$ cat config.mk
export PLATFORM = sky130hd
export DESIGN_NAME = membit_unit
export DESIGN_NICKNAME = d
export VERILOG_FILES = /design/src/rtl/mbu_pkg.sv /design/src/rtl/mbu_decode.sv /design/src/rtl/mbu_bitalu.sv /design/src/rtl/membit_unit.sv
export SDC_FILE = /design/constraint.sdc
export NUM_CORES = 1
export LEC_CHECK = 0
export BUFFER_PORTS_ARGS = -buffer_cell sky130_fd_sc_hd__buf_2
export CAP_MARGIN = 20
export CORE_ASPECT_RATIO = 1.1
export CORE_MARGIN = 4
export CORE_UTILIZATION = 46
export CTS_CLUSTER_DIAMETER = 40
export CTS_CLUSTER_SIZE = 40
export DETAILED_ROUTE_END_ITERATION = 8
export HOLD_SLACK_MARGIN = 0.06
export MAX_ROUTING_LAYER = met4
export PLACE_DENSITY = 0.73
export REMOVE_ABC_BUFFERS = 1
export SYNTH_ARGS = -nofsm -noshare
export SYNTH_HDL_FRONTEND = slang
export SYNTH_HIERARCHICAL = 1
export SYNTH_SLANG_ARGS = --single-unit
$ cat constraint.sdc
create_clock -name clk -period 6.2 [get_ports clk]
set_input_delay 0.31 -clock clk [delete_from_list [all_inputs] [get_ports clk]]
set_output_delay 0.31 -clock clk [all_outputs]
set_load 0.02 [all_outputs]
$ cat src/rtl/mbu_pkg.sv
package mbu_pkg;
  localparam int MEM_AW  = 16;
  localparam int BYTE_W  = 8;
  localparam int IDX_W   = $clog2(BYTE_W);
  localparam int BADDR_W = MEM_AW - IDX_W;
  localparam int OPC_W   = 4;
  localparam int CLR_POS = BYTE_W + 4;

  typedef enum logic [OPC_W-1:0] {
    OP_AND  = 4'd0,
    OP_ANDN = 4'd1,
    OP_OR   = 4'd2,
    OP_ORN  = 4'd3,
    OP_XOR  = 4'd4,
    OP_LDC  = 4'd5,
    OP_STC  = 4'd6,
    OP_TGL  = 4'd7,
    OP_DPB  = 4'd8,
    OP_TSET = 4'd9,
    OP_TCLR = 4'd10
  } mbu_op_e;

  typedef struct packed {
    logic [MEM_AW-1:0] addr;
    logic [IDX_W-1:0]  idx;
    logic              rd;
    logic              wr;
    logic              clr;
  } mbu_dec_t;
endpackage

$ cat src/rtl/mbu_decode.sv
module mbu_decode
  import mbu_pkg::*;
(
  input  logic [OPC_W-1:0]  op,
  input  logic [MEM_AW-1:0] operand,
  input  logic              page,
  output mbu_dec_t          dec
);
  always_comb begin
    dec      = '0;
    dec.idx  = operand[MEM_AW-1 -: IDX_W];
    dec.clr  = operand[CLR_POS];
    case (op)
      OP_AND, OP_ANDN, OP_OR, OP_ORN, OP_XOR, OP_LDC: begin
        dec.addr = {{IDX_W{1'b0}}, operand[BADDR_W-1:0]};
        dec.rd   = 1'b1;
      end
      OP_STC, OP_TGL: begin
        dec.addr = {{IDX_W{1'b0}}, operand[BADDR_W-1:0]};
        dec.rd   = 1'b1;
        dec.wr   = 1'b1;
      end
      OP_DPB: begin
        dec.addr = {{(MEM_AW-BYTE_W-1){1'b0}}, page, operand[BYTE_W-1:0]};
        dec.rd   = 1'b1;
        dec.wr   = 1'b1;
      end
      OP_TSET, OP_TCLR: begin
        dec.addr = operand;
        dec.rd   = 1'b1;
        dec.wr   = 1'b1;
      end
      default: ;
    endcase
  end
endmodule

$ cat src/rtl/mbu_bitalu.sv
module mbu_bitalu
  import mbu_pkg::*;
(
  input  logic [OPC_W-1:0]  op,
  input  logic [BYTE_W-1:0] mem_byte,
  input  logic [BYTE_W-1:0] acc,
  input  logic [IDX_W-1:0]  idx,
  input  logic              carry,
  input  logic              clr,
  output logic [BYTE_W-1:0] new_byte,
  output logic              new_carry,
  output logic              neg,
  output logic              zero
);
  logic [BYTE_W-1:0] sel_mask;
  logic [BYTE_W-1:0] tst;
  logic              bit_v;

  for (genvar i = 0; i < BYTE_W; i++) begin : g_mask
    assign sel_mask[i] = (idx == IDX_W'(i));
  end

  assign bit_v = |(mem_byte & sel_mask);
  assign tst   = mem_byte & acc;

  always_comb begin
    new_byte  = mem_byte;
    new_carry = carry;
    neg       = 1'b0;
    zero      = 1'b0;
    case (op)
      OP_AND:  new_carry = carry & bit_v;
      OP_ANDN: new_carry = carry & ~bit_v;
      OP_OR:   new_carry = carry | bit_v;
      OP_ORN:  new_carry = carry | ~bit_v;
      OP_XOR:  new_carry = carry ^ bit_v;
      OP_LDC:  new_carry = bit_v;
      OP_STC:  new_byte  = carry ? (mem_byte | sel_mask) : (mem_byte & ~sel_mask);
      OP_TGL:  new_byte  = mem_byte ^ sel_mask;
      OP_DPB:  new_byte  = clr ? (mem_byte & ~sel_mask) : (mem_byte | sel_mask);
      OP_TSET: begin
        new_byte = mem_byte | acc;
        neg      = tst[BYTE_W-1];
        zero     = (tst == '0);
      end
      OP_TCLR: begin
        new_byte = mem_byte & ~acc;
        neg      = tst[BYTE_W-1];
        zero     = (tst == '0);
      end
      default: ;
    endcase
  end
endmodule

$ cat src/rtl/membit_unit.sv
module membit_unit
  import mbu_pkg::*;
(
  input  logic              clk,
  input  logic              rst_n,
  input  logic              cmd_valid,
  output logic              cmd_ready,
  input  logic [OPC_W-1:0]  cmd_op,
  input  logic [MEM_AW-1:0] cmd_operand,
  input  logic              cmd_page,
  input  logic              cmd_carry,
  input  logic [BYTE_W-1:0] cmd_acc,
  output logic              mem_rd,
  output logic              mem_wr,
  output logic [MEM_AW-1:0] mem_addr,
  output logic [BYTE_W-1:0] mem_wdata,
  input  logic [BYTE_W-1:0] mem_rdata,
  output logic              done,
  output logic              res_carry,
  output logic              res_neg,
  output logic              res_zero
);
  typedef enum logic [2:0] {S_IDLE, S_RD, S_CAP, S_WR, S_DN} state_e;

  state_e            st;
  mbu_dec_t          dec, dec_q;
  logic [OPC_W-1:0]  op_q;
  logic              carry_q;
  logic [BYTE_W-1:0] acc_q, byte_q, wdata_q, alu_byte;
  logic              alu_carry, alu_neg, alu_zero;

  mbu_decode u_dec (
    .op(cmd_op), .operand(cmd_operand), .page(cmd_page), .dec(dec)
  );

  mbu_bitalu u_alu (
    .op(op_q), .mem_byte(mem_rdata), .acc(acc_q), .idx(dec_q.idx),
    .carry(carry_q), .clr(dec_q.clr), .new_byte(alu_byte),
    .new_carry(alu_carry), .neg(alu_neg), .zero(alu_zero)
  );

  always_ff @(posedge clk) begin
    if (!rst_n) begin
      st        <= S_IDLE;
      dec_q     <= '0;
      op_q      <= '0;
      carry_q   <= 1'b0;
      acc_q     <= '0;
      byte_q    <= '0;
      wdata_q   <= '0;
      res_carry <= 1'b0;
      res_neg   <= 1'b0;
      res_zero  <= 1'b0;
    end else begin
      case (st)
        S_IDLE: if (cmd_valid) begin
          op_q      <= cmd_op;
          dec_q     <= dec;
          carry_q   <= cmd_carry;
          acc_q     <= cmd_acc;
          res_carry <= cmd_carry;
          res_neg   <= 1'b0;
          res_zero  <= 1'b0;
          st        <= dec.rd ? S_RD : S_DN;
        end
        S_RD: st <= S_CAP;
        S_CAP: begin
          byte_q    <= mem_rdata;
          wdata_q   <= alu_byte;
          res_carry <= alu_carry;
          res_neg   <= alu_neg;
          res_zero  <= alu_zero;
          st        <= dec_q.wr ? S_WR : S_DN;
        end
        S_WR:    st <= S_DN;
        default: st <= S_IDLE;
      endcase
    end
  end

  assign cmd_ready = (st == S_IDLE);
  assign mem_rd    = (st == S_RD);
  assign mem_wr    = (st == S_WR);
  assign mem_addr  = dec_q.addr;
  assign mem_wdata = wdata_q;
  assign done      = (st == S_DN);

  assert_bitaddr_range_R1: assert property (@(posedge clk) disable iff (!rst_n)
    (mem_rd && op_q <= OP_TGL) |-> mem_addr[MEM_AW-1 -: IDX_W] == '0);

  assert_no_carry_write_R3: assert property (@(posedge clk) disable iff (!rst_n)
    mem_wr |-> (op_q == OP_STC || op_q == OP_TGL || op_q == OP_DPB ||
                op_q == OP_TSET || op_q == OP_TCLR));

  assert_same_addr_R4: assert property (@(posedge clk) disable iff (!rst_n)
    mem_wr |-> mem_addr == $past(mem_addr, 2));

  assert_single_bit_R5: assert property (@(posedge clk) disable iff (!rst_n)
    (mem_wr && (op_q == OP_STC || op_q == OP_TGL || op_q == OP_DPB))
      |-> $countones(mem_wdata ^ byte_q) <= 1);

  assert_done_pulse_R9: assert property (@(posedge clk) disable iff (!rst_n)
    done |=> !done);

  assert_ready_quiet_R9: assert property (@(posedge clk) disable iff (!rst_n)
    cmd_ready |-> !mem_rd && !mem_wr && !done);

  assert_wr_after_rd_R10: assert property (@(posedge clk) disable iff (!rst_n)
    mem_wr |-> $past(mem_rd, 2));

  assert_strobe_excl_R10: assert property (@(posedge clk) disable iff (!rst_n)
    !(mem_rd && mem_wr));
endmodule

==> impl_metrics.json <==
{
  "synth_top_family_by_area": "simple AND/OR/NAND/NOR gates",
  "path_clk_slew_ps": 90,
  "vias": 2747,
  "period_minus_slack_ps": 2390,
  "cp-start-kind": "flip-flop",
  "skew_ps": 6.33,
  "critical_path_arrival_ps": 2620,
  "synth_compound_area_share_pct": 22.2,
  "max_freq_mhz": 418,
  "fin_util_pct": 52.4,
  "initial_core_util_pct": 48.5,
  "syn_avg_cell_area_um2": 7.88,
  "nets": 475,
  "synth_simple_gate_area_share_pct": 28.1,
  "drive_gt1_share_pct": 22.0,
  "p_total_uw": 767,
  "grt_pass1_vias": 2671,
  "yosysWarnings": 6,
  "rsz0062_at_grt": "no",
  "vias_per_cell": 5.42,
  "hold_viol_final": 0,
  "wl_per_cell_um": 14.5,
  "die_y_um": 93.7,
  "pin_count": 72,
  "post_cts_resized": 0,
  "layout_common_cells": "nand2_1, buf_2, dfxtp_1, a21oi_1, a21boi_1",
  "place_area_mm2": 0.00321,
  "row_count": 30,
  "dr.first_iter.drc_count": 183,
  "grt_first_pass_wirelength_um": 12300,
  "cts_tree": "yes",
  "cts-htree-levels": 2,
  "post_cts_buffers": 0,
  "drc": 0,
  "vdd_drop_max_uv": 139,
  "status": "finished clean",
  "grt_antenna_before_repair": 0,
  "synth_cell_types": 61,
  "syn2layout_area_growth_pct": 8.14,
  "n_antenna_cell": 0,
  "muxShareOfSynthArea_pct": 1.63,
  "critPathKind": "flip-flop to flip-flop",
  "numPortBuffers": 71,
  "coreArea_mm2": 0.00634,
  "finalCritPeriodShare_pct": 38.6,
  "n_fill_cell": 635,
  "yosys.area_share.adder_pct": 3.91,
  "final_cell_area_mm2": 0.00332,
  "synth_xor_area_share_pct": 0.855,
  "finalSetupViolCount": 0,
  "cts_max_path_buffers": 2,
  "hold_buffers": 0,
  "slew_viol_final": 0,
  "die_area_mm2": 0.00806,
  "totalNegativeSetupSlack_ps": 0,
  "wl_um": 7330,
  "p_per_area_mw_per_mm2": 231,
  "hold_slack_ps": 239,
  "netlist_area_mm2": 0.00307,
  "relSlewSlack_pct": 44.8,
  "first_pass_iters": 5,
  "required_ps": 6420,
  "cts_buffers": 5,
  "drv_cap": 0,
  "grt_max_degree": 37,
  "grt-ovfl-total": 0,
  "worst_slew_pin_slew_ps": 827,
  "yosysSeqAreaShare_pct": 31.3,
  "netlist_instances": 390,
  "cts_num_sinks": 48,
  "leakagePower_uw": 0.00141,
  "crit_fanout": 9,
  "min_path_type": "primary input to flip-flop",
  "die_w_um": 85.9,
  "ant_nets": 0,
  "final_common_cell": "nand2_1",
  "ys_seq_elements": 48,
  "detailed_place_hpwl_um": 5300,
  "synth_edf_count": 0,
  "synthFlopType": "dfxtp_1",
  "worst_skew_pair.late_latency_ps": 300,
  "grt_usage_pct": 19.2,
  "synthArstFlopShare_pct": 0,
  "place_congestion": 0.913,
  "root_buffer": "clkbuf_8",
  "crit_path_end_kind": "flip-flop"
}
==> flip-flops by register name (all words and copies together), names as in the netlist <==
name       count
carry_q        1
st             3
mem_wdata      8
op_q           4
dec_q          5
res_neg        1
acc_q          8
mem_addr      16
res_zero       1
res_carry      1
==> stage by stage <==
| stage | setup slack, ps | instances |
|---|---|---|
| 2_1_floorplan | 4000 | 346 |
| 3_3_place_gp | 3840 | 499 |
| 3_5_place_dp | 3840 | 499 |
| 4_1_cts | 3780 | 507 |
| 5_1_grt | 3560 | 507 |
| 6_report | 3810 | 507 |
==> cells by family after synthesis <==
kind of cell / count (synthesis)
AO/OA/AOI/OAI: 98
XOR/XNOR: 3
adder cells (fa/ha/maj): 10
buffers and inverters: 53
flip-flops: 48
multiplexers: 5
AND/OR/NAND/NOR: 173
==> layer usage <==
| layer | vias up | global-route usage, % | part of all wire, % |
|---|---|---|---|
| li1 | 1389 | - | - |
| met1 | 1264 | 22.6 | 44 |
| met2 | 90 | 33.4 | 49 |
| met3 | 4 | 4.04 | 6.5 |
| met4 | 0 | 4.49 | 0.61 |
| met5 | - | - | 0 |
==> critical path, cell delays in order, from the launching register on <==
cell and delay [ps]:
dfxtp_1 500, nor3b_1 150, ha_1 220, nor4_2 350, nand2_2 140, a21o_1 200, a2111oi_2 340, o32a_1 200
nand2_1 50, a31oi_1 160
==> layout make-up <==
cell class	instances	area [um2]	share of cell area, %
Timing Repair Buffer	73	370	11.1
Inverter	9	33.8	1.02
Multi-Input combinational cell	289	1740	52.5
Sequential cell	48	961	28.9
Clock buffer	5	68.8	2.07
Clock inverter	3	46.3	1.39
Tap cell	80	100	3.01
==> synth_stat cells, drive strengths merged, types with 3 or more instances <==
cell type  instances  area share (%)
nor3b              5             1.6
a21boi            21             5.1
a22oi              7             1.7
nor2b              4            0.81
nor2              16             2.0
and3               3            0.61
and2              16             3.3
mux2i              5             1.6
o22ai              4            0.81
a21oi             29             4.7
ha                 8             3.3
nor3               8             1.3
buf               39              10
inv                9             1.1
and3b              3            0.85
o21ai             14             3.1
dfxtp             48              31
nand2b             4            0.81
nand2            100              12
clkbuf             5            0.61
nand3              4            0.65
==> where the power goes <==
| group | switching, uW | leakage (uW) | internal (uW) |
|---|---|---|---|
| combinational | 104 | 0.000964 | 73.4 |
| sequential | 28.2 | 0.000392 | 328 |
| clock | 111 | 0.0000548 | 122 |
| total | 243 | 0.00141 | 523 |
==> worst paths after layout <==
check / to / start / cells past startpoint / slack (ps)
max: res_carry$_SDFFE_PN0P_ / dec_q[5]$_SDFFE_PN0P_ / 9 / 3810
min: acc_q[1]$_SDFFE_PN0P_ / cmd_acc[1] / 3 / 240
max reg2reg: res_carry$_SDFFE_PN0P_ / dec_q[5]$_SDFFE_PN0P_ / 9 / 3810
min reg2reg: mem_addr[7]$_SDFFE_PN0P_ / mem_addr[7]$_SDFFE_PN0P_ / 2 / 450
Note: power is estimated with default switching activity, not from simulation.
